==> config.mk <==
export PLATFORM = sky130hd
export DESIGN_NAME = fbWinAddr
export DESIGN_NICKNAME = d
export VERILOG_FILES = /design/src/rtl/fbWinPkg.sv /design/src/rtl/fbWinCtrl.sv /design/src/rtl/fbWinPath.sv /design/src/rtl/fbWinAddr.sv
export SDC_FILE = /design/constraint.sdc
export NUM_CORES = 1
export LEC_CHECK = 0
export BUFFER_PORTS_ARGS = -buffer_cell sky130_fd_sc_hd__buf_4
export CAP_MARGIN = 0
export CORE_MARGIN = 2
export CORE_UTILIZATION = 45
export DETAILED_ROUTE_END_ITERATION = 10
export HOLD_SLACK_MARGIN = 0.03
export MAX_ROUTING_LAYER = met4
export PLACE_DENSITY_LB_ADDON = 0.08
export SLEW_MARGIN = 20
export SYNTH_ARGS = -nofsm -noshare
export SYNTH_HDL_FRONTEND = slang
export SYNTH_HIERARCHICAL = 1
export SYNTH_SLANG_ARGS = --single-unit
export TNS_END_PERCENT = 5
==> constraint.sdc <==
create_clock -name clk -period 7.24 [get_ports clk]
set_clock_uncertainty 0.2 [all_clocks]
set_input_delay 0.724 -clock clk [delete_from_list [all_inputs] [get_ports clk]]
set_output_delay 0.724 -clock clk [all_outputs]
set_load 0.02 [all_outputs]
==> src/rtl/fbWinPkg.sv <==
package fbWinPkg;
  localparam int FB_COLS = 64;
  localparam int FB_ROWS = 80;
  localparam int FB_BYTE_W = 8;

  typedef struct packed {
    logic loadCol;
    logic loadRow;
    logic step;
    logic markDirty;
    logic clearDirty;
  } ctlStrobes_t;
endpackage

==> src/rtl/fbWinCtrl.sv <==
module fbWinCtrl
  import fbWinPkg::*;
(
  input  logic        clk,
  input  logic        rstN,
  input  logic        dataStb,
  input  logic        colLoad,
  input  logic        rowLoad,
  input  logic        scanDone,
  output ctlStrobes_t strobes,
  output logic        wrEn,
  output logic        redraw
);
  logic anyLoad;
  logic accept;

  // Window loads take precedence; a colliding byte is dropped.
  assign anyLoad = colLoad | rowLoad;
  assign accept  = dataStb & ~anyLoad;

  always_comb begin
    strobes.loadCol    = colLoad;
    strobes.loadRow    = rowLoad;
    strobes.step       = accept;
    strobes.markDirty  = accept;
    strobes.clearDirty = scanDone & ~accept;
  end

  always_ff @(posedge clk) begin
    if (!rstN) begin
      wrEn   <= 1'b0;
      redraw <= 1'b0;
    end else begin
      wrEn <= strobes.step;
      if (strobes.markDirty) begin
        redraw <= 1'b1;
      end else if (strobes.clearDirty) begin
        redraw <= 1'b0;
      end
    end
  end
endmodule

==> src/rtl/fbWinPath.sv <==
module fbWinPath
  import fbWinPkg::*;
#(
  parameter int COLS   = FB_COLS,
  parameter int ROWS   = FB_ROWS,
  parameter int BYTE_W = FB_BYTE_W,
  localparam int COL_W  = $clog2(COLS),
  localparam int ROW_W  = $clog2(ROWS),
  localparam int ADDR_W = $clog2(COLS * ROWS)
) (
  input  logic              clk,
  input  logic              rstN,
  input  ctlStrobes_t       strobes,
  input  logic [BYTE_W-1:0] dataByte,
  input  logic [BYTE_W-1:0] winStart,
  input  logic [BYTE_W-1:0] winEnd,
  input  logic              vertMode,
  output logic [ADDR_W-1:0] wrAddr,
  output logic [BYTE_W-1:0] wrData
);
  localparam int RED_STEPS = (2 ** BYTE_W) / ((COLS < ROWS) ? COLS : ROWS) + 1;

  // Reduce a raw byte modulo m by bounded repeated subtraction.
  function automatic logic [BYTE_W-1:0] reduceMod(input logic [BYTE_W-1:0] v, input int m);
    logic [BYTE_W-1:0] r;
    r = v;
    for (int i = 0; i < RED_STEPS; i++) begin
      if (int'(r) >= m) r = r - BYTE_W'(m);
    end
    return r;
  endfunction

  logic [COL_W-1:0] col, colStart, colEnd;
  logic [ROW_W-1:0] row, rowStart, rowEnd;
  logic [COL_W-1:0] colStartIn, colEndIn;
  logic [ROW_W-1:0] rowStartIn, rowEndIn;

  assign colStartIn = COL_W'(reduceMod(winStart, COLS));
  assign colEndIn   = COL_W'(reduceMod(winEnd, COLS));
  assign rowStartIn = ROW_W'(reduceMod(winStart, ROWS));
  assign rowEndIn   = ROW_W'(reduceMod(winEnd, ROWS));

  // Next position for both stepping orders.
  logic [COL_W:0] colInc;
  logic [ROW_W:0] rowInc;
  logic [COL_W-1:0] hCol, vCol, nextCol;
  logic [ROW_W-1:0] hRow, vRow, nextRow;
  logic [ROW_W:0] hRowPre;
  logic [COL_W:0] vColPre;
  logic hColWrap, vRowWrap;

  assign colInc = {1'b0, col} + 1'b1;
  assign rowInc = {1'b0, row} + 1'b1;

  always_comb begin
    // column-first
    hColWrap = colInc > {1'b0, colEnd};
    hCol     = hColWrap ? colStart : colInc[COL_W-1:0];
    hRowPre  = hColWrap ? rowInc : {1'b0, row};
    hRow     = (hRowPre > {1'b0, rowEnd}) ? rowStart : hRowPre[ROW_W-1:0];
    // row-first
    vRowWrap = rowInc > {1'b0, rowEnd};
    vRow     = vRowWrap ? rowStart : rowInc[ROW_W-1:0];
    vColPre  = vRowWrap ? colInc : {1'b0, col};
    vCol     = (vColPre > {1'b0, colEnd}) ? colStart : vColPre[COL_W-1:0];
    nextCol  = vertMode ? vCol : hCol;
    nextRow  = vertMode ? vRow : hRow;
  end

  logic [ADDR_W-1:0] curAddr;
  assign curAddr = ADDR_W'(col) + ADDR_W'(row) * ADDR_W'(COLS);

  always_ff @(posedge clk) begin
    if (!rstN) begin
      col      <= '0;
      colStart <= '0;
      colEnd   <= COL_W'(COLS - 1);
      row      <= '0;
      rowStart <= '0;
      rowEnd   <= ROW_W'(ROWS - 1);
      wrAddr   <= '0;
      wrData   <= '0;
    end else begin
      if (strobes.loadCol) begin
        col      <= colStartIn;
        colStart <= colStartIn;
        colEnd   <= colEndIn;
      end
      if (strobes.loadRow) begin
        row      <= rowStartIn;
        rowStart <= rowStartIn;
        rowEnd   <= rowEndIn;
      end
      if (strobes.step) begin
        wrAddr <= curAddr;
        wrData <= dataByte;
        col    <= nextCol;
        row    <= nextRow;
      end
    end
  end
endmodule

==> src/rtl/fbWinAddr.sv <==
module fbWinAddr
  import fbWinPkg::*;
#(
  parameter int COLS   = FB_COLS,
  parameter int ROWS   = FB_ROWS,
  parameter int BYTE_W = FB_BYTE_W,
  localparam int ADDR_W = $clog2(COLS * ROWS)
) (
  input  logic              clk,
  input  logic              rstN,
  input  logic              dataStb,
  input  logic [BYTE_W-1:0] dataByte,
  input  logic              colLoad,
  input  logic              rowLoad,
  input  logic [BYTE_W-1:0] winStart,
  input  logic [BYTE_W-1:0] winEnd,
  input  logic              vertMode,
  input  logic              scanDone,
  output logic              wrEn,
  output logic [ADDR_W-1:0] wrAddr,
  output logic [BYTE_W-1:0] wrData,
  output logic              redraw
);
  ctlStrobes_t strobes;

  fbWinCtrl uCtrl (
    .clk(clk), .rstN(rstN), .dataStb(dataStb), .colLoad(colLoad),
    .rowLoad(rowLoad), .scanDone(scanDone), .strobes(strobes),
    .wrEn(wrEn), .redraw(redraw)
  );

  fbWinPath #(.COLS(COLS), .ROWS(ROWS), .BYTE_W(BYTE_W)) uPath (
    .clk(clk), .rstN(rstN), .strobes(strobes), .dataByte(dataByte),
    .winStart(winStart), .winEnd(winEnd), .vertMode(vertMode),
    .wrAddr(wrAddr), .wrData(wrData)
  );
endmodule

==> results.txt, run 1 <==
- CTS tree: yes
- The startpoint identified for the worst register-to-register timing path is uPath/row[0].
- Kind of launch point of the worst setup path: primary input
* Reg2Reg Depth: 21
- The worst pin sits at a relative slew slack of 0.3245.
* Slowest cell on crit path: sky130_fd_sc_hd__a2111oi_1
* Number of buffers inserted during clock tree synthesis: 9
- The worst hold path begins at uPath/rowStart[5].
- The path with the worst hold slack has its endpoint at uPath/rowStart[5].
* Mapped cell area: around 5000 µm²
- Iteration count of the initial detailed-routing pass: 5
- Total clock sinks: 62
- Data arrival, critical path: around 6700 ps
- Via count of the first global-routing pass: ~4600
* Final layout net count: 750
* Total wire length: ~13000 µm
- The longest clock path from root to sink contains 2 buffers.
* Dpl hpwl: between 9000 and 10000 µm
* Cell count after synthesis: approximately 640
- Relative to the synthesized area, the layout overhead comes to 14.63%.
* Average detailed-routed wire length per instance: between 15 and 20 µm
- Across every metal layer, demand over resource in global routing totals 0.2369.
* # Max-Cap Violations: 0
- Derived from the worst setup path, the maximum achievable clock frequency is approximately 150 MHz.
- Once detail routing completed, the nets flagged for antenna violations numbered 0.
* Placeable core area: 10890 µm²
* Row Count: 38
- Portion of total power attributed to combinational logic: 0.321
* Mean cell area of the mapped netlist: approximately 8 µm²
* Proportion of total power due to net switching: 0.3415
* Sequential Power Share: 0.348
* Die span in y: approximately 110 µm
- Number of antenna violations at the first check in global routing: 0
* Final number of setup-violating endpoints: 0
* Pre-CTS setup slack: approximately 110 ps
- In this run the register-to-register setup slack is roughly 1900 ps.
- Critical-path maximum fanout: 7
- In the final layout, the share of cells above drive strength 1 is 0.1569.
- The share of total power dissipated in the clock network is 0.331.
- The flow ran to the end, and the final reports show no timing, DRC or antenna violations.
- Worst hold path type: flip-flop to flip-flop
* Final weighted congestion of routability-driven global placement: between 0.9 and 1
* Die boundary width: approximately 110 µm
- The initial utilization of the core area, before any placement, comes to 0.4628.
- Across the VDD grid, the largest voltage drop is 0.0001351 V.
- I/O pins: 54
- In the routed design, unresolved DRC markers number 0.
- In the post-route analysis, the smallest setup slack over all paths is 571.1 ps.
- Total die area: 12060 µm²
- The root buffer cell chosen for the clock tree is sky130_fd_sc_hd__clkbuf_8.
- The analysis attributes to cell leakage a power of about 2.5 nW.
- Slew of the pin with the lowest slew margin: between 1000 and 1500 ps
- Summed over all failing endpoints, the final setup total negative slack is 0 ps.
- Power per unit of standard cell area: between 150 and 200 nW/µm²
- In the routed layout, each cell is associated on average with a via count of roughly 5.8.
- Input and output buffers added on the ports amount to 53.
- Dividing the final minimum period by the clock period gives 0.9211.
* Total via count in the routed design: ~4800
- Int Pwr: 0.7253 mW
* Worst flop-to-flop path endpoint: uPath/col[2]
- The largest single stage delay on the critical path is around 560 ps.
* Number of nets produced by synthesis: about 710
- Setup repair after global routing left no endpoint under its margin.
- Kind of critical path: primary input to flip-flop
- For the worst setup path, the data required time is approximately 7300 ps.
- Total congestion overflow after global routing: 0
- Yosys printed 6 warnings.
- Final hold viol count: 0
- Clock-pin slew was measured on the worst setup and hold paths at roughly 70 ps.
- Switching Power: around 0.38 mW
- The worst hold path was traced through 2 stages.
- For this design, the CTS-stage hold fixing added 0 buffers.
- Number of diodes: 0
- Hold_ws: 268.0 ps
- Total number of H-tree levels: 3
* Setup crit end kind: flip-flop
- The max-slew violation total from the final report was 0.
* Detailed Route Iter0 Violations: approximately 290
* Clock network latency to the later pin of the worst-skew pair: around 350 ps
* Final min period: between 6000 and 7000 ps
- Among the stages of the critical path, the cell type that occurs most often is sky130_fd_sc_hd__ha_1.
- Largest net degree at the start of global routing: 45
* Wire length of the first global-routing pass: between 20000 and 25000 µm
routing by layer:
layer | global-route usage | wire length, µm | up-vias
met3 | 0.04090 | 589 | 11
li1 | - | - | 2381
met4 | 0.05606 | 153 | 0
met5 | - | 0 | -
met1 | 0.3088 | 6097 | 2245
met2 | 0.3821 | 6372 | 123
power groups by stage:
stage	Clock, mW	Combinational, mW	Sequential, mW
floorplan	0	0.258	0.387
CTS	0.376	0.349	0.383
global placement	0	0.338	0.391
detailed placement	0	0.347	0.391
global route	0.388	0.400	0.386
finish	0.365	0.353	0.383
cell type report:
class                      instances  area (µm²)
timing repair buffer              60       450.4
sequential                        62        1241
tap                              140       175.2
fill                            1048        5112
clock inverter                     5       86.33
inverter                          35       131.4
clock buffer                      11       151.4
multi-input combinational        509        3540
registers in the layout, indices dropped and copies added (netlist names):
| name | flops |
|---|---|
| uCtrl/redraw | 1 |
| uPath/rowEnd | 7 |
| uPath/colStart | 6 |
| uPath/rowStart | 7 |
| uCtrl/wrEn | 1 |
| uPath/wrData | 8 |
| uPath/row | 7 |
| uPath/col | 6 |
| uPath/colEnd | 6 |
| uPath/wrAddr | 13 |
critical path: cells and delay by family:
kind / cells / cell delay (ps)
buf+inv: 4 / 360
compound gates: 8 / 1770
mux: 1 / 320
xor+xnor: 1 / 250
fa+ha+maj: 4 / 880
simple gates: 11 / 2370
worst max path at each step:
stage	startpoint	to	slack [ps]	depth (start not counted)
2_1_floorplan	winEnd[4]	uPath/rowEnd[4]	660	30
3_5_place_dp	winEnd[5]	uPath/rowEnd[4]	110	29
4_1_cts	winEnd[5]	uPath/rowEnd[4]	470	29
6_report	winEnd[5]	uPath/rowEnd[4]	570	29
5_1_grt	winEnd[4]	uPath/rowEnd[4]	80	30
3_3_place_gp	winEnd[4]	uPath/rowEnd[4]	480	28
cells in the final DEF, fill, tap and decap left out, types with 5 or more instances in the layout:
cell type	count
sky130_fd_sc_hd__nor2_1	57
sky130_fd_sc_hd__a21boi_0	5
sky130_fd_sc_hd__mux2_2	7
sky130_fd_sc_hd__a211oi_1	5
sky130_fd_sc_hd__o211ai_1	17
sky130_fd_sc_hd__a21oi_1	36
sky130_fd_sc_hd__buf_4	60
sky130_fd_sc_hd__nor3_1	8
sky130_fd_sc_hd__xor2_1	9
sky130_fd_sc_hd__and2_1	6
sky130_fd_sc_hd__or3_1	10
sky130_fd_sc_hd__xnor2_1	15
sky130_fd_sc_hd__a31oi_1	6
sky130_fd_sc_hd__and3_1	5
sky130_fd_sc_hd__inv_1	35
sky130_fd_sc_hd__nand3_1	17
sky130_fd_sc_hd__nor2b_1	12
sky130_fd_sc_hd__o31ai_1	7
sky130_fd_sc_hd__o21a_1	13
sky130_fd_sc_hd__o21ai_0	37
sky130_fd_sc_hd__mux2i_1	31
sky130_fd_sc_hd__nand2_1	70
sky130_fd_sc_hd__ha_1	42
sky130_fd_sc_hd__nand4_1	11
sky130_fd_sc_hd__clkbuf_8	11
sky130_fd_sc_hd__dfxtp_1	62
sky130_fd_sc_hd__nand2b_1	12
stage by stage:
stage | std cells | power (mW) | util | instance area, µm²
after floorplan | 638 | 0.6452 | - | 5039
after global placement | 806 | 0.7286 | 0.5074 | 5524
after detailed placement | 806 | 0.7378 | 0.5074 | 5524
after CTS | 822 | 1.108 | 0.5292 | 5762
after global routing | 822 | 1.175 | 0.5305 | 5776
final | 822 | 1.101 | 0.5305 | 5776
what timing repair did:
| action | in CTS | in global routing |
|---|---|---|
| setup endpoints to repair | 0 | 1 |
| gates resized for setup | 0 | 3 |
| setup buffers | 0 | 0 |
(Power assumes the default switching activity.)
==> inputs of run 2 (changes only) <==
CELL_PAD_IN_SITES_DETAIL_PLACEMENT = 1   (was default)
CELL_PAD_IN_SITES_GLOBAL_PLACEMENT = 1   (was default)
==> run 2 against run 1 <==
- non-clock buffer count is 1 higher
- final area is 0.28% lower
- critical path depth is 1 higher
- wire length increased by 14%
- critical path type unchanged
- critical endpoint unchanged
- largest power group unchanged
==> results.txt, run 2 (synthesis results as in run 1) <==
- Run status: finished, final reports clean
- The HPWL after detailed placement came to 11480 µm (+16%).
- The final standard cell utilization of the core was 0.5290 (-0.001494).
- Total wire length: 15010 µm (+14%)
* Largest net degree at the start of global routing: 35 (-22%)
* Hold-fix buffer count after cts: 0 (unchanged)
- Final min period: 6689 ps (+20.52 ps)
- For this design, the slowest cell found on the critical path is sky130_fd_sc_hd__or3_1.
- Number of routed nets with antenna violations: 0 (unchanged)
- Mean number of vias per cell: 5.905 (+2.0%)
* Final number of setup-violating endpoints: 0 (unchanged)
* Die span in y: 109.8 µm (unchanged)
- The number of cells on the worst reg-to-reg path is 21 (unchanged).
- The wire length of the first global-routing pass was 24010 µm (+8.8%).
* Pre-CTS setup slack: 75.37 ps (-37.01 ps)
- Leaving out fill and tap cells, the most frequent cell in the layout is sky130_fd_sc_hd__nand2_1.
- The root buffer cell chosen for the clock tree is sky130_fd_sc_hd__clkbuf_8.
- The die outline width is 109.8 µm (unchanged).
- The worst register-to-register path ends at uPath/col[2].
- Final Max Tran Viols: 0 (unchanged)
- Leakage: 2.458 nW (-0.28%)
- STA classifies the critical path endpoint as a flip-flop.
- The initial cell density of the core is 0.4628 (unchanged).
- Registers with the highest flip-flop counts: uPath/wrAddr: 13 flops, uPath/wrData: 8 flops
- Non-filler cells, final: 823 (+0.12%)
* Total number of H-tree levels: 3 (unchanged)
- The maximum buffer depth of the clock tree came to 2 (unchanged).
* Worst slew margin relative to its limit: 0.3206 (-0.003826)
- Largest register by flop count: uPath/wrAddr
* Total Neg Setup Slack: 0 ps (unchanged)
- The total number of clock tree sinks was 62 (unchanged).
* Reg-to-reg setup timing slack: 1720 ps (-160 ps)
* Data arrival, critical path: 6760 ps (+50 ps)
* Number of antenna violations at the first check in global routing: 0 (unchanged)
- The setup path with the least slack is of type primary input to flip-flop.
- Hold Crit Depth: 2 (unchanged)
* Number of logic stages on the critical path including buffering: 30 (+3.4%)
- CTS tree: yes
- Launch point of the worst hold path: uPath/rowStart[5]
* Relative area change from synthesis to final layout: 14.30%
* Worst hold path type: flip-flop to flip-flop
* Total via count in the routed design: 4860 (+2.1%)
- Iteration count of the initial detailed-routing pass: 5 (unchanged)
- Total die area: 12060 µm² (unchanged)
* DRC violation count after routing: 0 (unchanged)
* Period utilisation layout: 0.9240 (+0.002834)
- Final layout net count: 751 (+0.13%)
* Largest stage delay on the critical path: 560 ps (about the same)
* Final hold viol count: 0 (unchanged)
- Average detailed-routed wire length per instance: 18.24 µm (+13%)
- The highest achievable clock rate is 149.5 MHz (-0.31%).
* Total routing usage reported by global routing: 0.2622 (+0.02525)
- In the layout the commonest cells are sky130_fd_sc_hd__nand2_1, sky130_fd_sc_hd__dfxtp_1, sky130_fd_sc_hd__buf_4.
* Number of diodes: 0 (unchanged)
* Clock network latency to the later pin of the worst-skew pair: 360 ps (about the same)
- Worst path top cell family by delay: simple AND/OR/NAND/NOR gates
- The count of filler cells inserted in the layout was 1348 (+29%).
* Placeable core area: 10890 µm² (unchanged)
* Critical-path maximum fanout: 13 (+6)
* Slew of the pin with the lowest slew margin: 1018 ps (+5.733 ps)
- Via count of the first global-routing pass: 4824 (+5.8%)
- Final Worst Setup Slack: 550.6 ps (-20.52 ps)
* WP buf/inv: 5 (+1)
* Detailed Route Iter0 Violations: 294 (+2.4%)
- The number of cells in the design after placement is 807 (+0.12%).
* Clock slew at the register clock pins of the worst setup and hold paths: 70 ps (about the same)
- The weighted congestion reported at the end of routability-driven placement was 0.8893 (-7.3%).
- Hold_ws: 260.9 ps (-7.077 ps)
* Crit path required time: 7310 ps (+30 ps)
* Number of buffer cells added on primary ports: 53 (unchanged)
- I/O pins: 54 (unchanged)
* Number of buffers inserted during clock tree synthesis: 9 (unchanged)
* Total congestion overflow after global routing: 0 (unchanged)
* Max FFs per register: 13 (unchanged)
- The ratio of cells with drive above 1 in the final layout came to 0.1567 (-0.0002297).
* Kind of launch point of the worst setup path: primary input
* Worst IR drop on VDD: 0.0001187 V (-12%)
- The max-cap violation count is 0 (unchanged).
* Hold path endpoint: uPath/rowStart[5]
- The number of cell rows is 38 (unchanged).
* RSZ-0062 raised after global routing: no
- The power density relative to cell area is 190.2 nW/µm² (-0.28%).
- In this run the critical register-to-register path is launched from uPath/row[0].
==> run 2: per-layer routing <==
layer / GRT usage / vias to the layer above / wire (µm)
met5: - / - / 0
met4: 0.09675 / 0 / 335
met3: 0.04624 / 27 / 372
met2: 0.4159 / 71 / 7348
met1: 0.3329 / 2381 / 6954
li1: - / 2381 / -
==> run 2: timing repair <==
item                       in CTS  in global routing
setup buffers                   0                  0
setup endpoints to repair       0                  1
resized for setup               0                  2
==> run 2: worst max path at each step <==
stage / start / slack (ps) / endpoint
3_5_place_dp: winEnd[5] / 80 / uPath/rowEnd[4]
6_report: winEnd[4] / 550 / uPath/rowEnd[4]
5_1_grt: winEnd[4] / 100 / uPath/rowEnd[4]
3_3_place_gp: winEnd[4] / 430 / uPath/rowEnd[4]
2_1_floorplan: winEnd[4] / 660 / uPath/rowEnd[4]
4_1_cts: winEnd[5] / 400 / uPath/rowEnd[4]
==> run 2: cell type report <==
class,count,area (µm²),share of cell area
sequential,62,1241,0.2155
clock buffer,9,123.9,0.02151
timing repair buffer,61,457.9,0.07951
inverter,35,131.4,0.02281
clock inverter,7,95.09,0.01651
multi-input combinational,509,3535,0.6137
tap,140,175.2,0.03041
==> run 2: tightest hold or removal path: cells and delay by family (launching register included) <==
kind             cells  cell delay, ps
AO/OA/AOI/OAI        1              60
flip-flops           1             310
AND/OR/NAND/NOR      1              50
==> run 2: power breakdown <==
part / switching, mW / internal, mW
clock network: 0.150 / 0.195
registers: 0.0219 / 0.363
logic: 0.217 / 0.149
total: 0.389 / 0.706
==> run 2: per-stage QoR <==
stage	area (µm²)	power (mW)
global placement	5532	0.7308
detailed placement	5532	0.7485
CTS	5751	1.101
floorplan	5039	0.6452
global route	5759	1.162
finish	5759	1.095
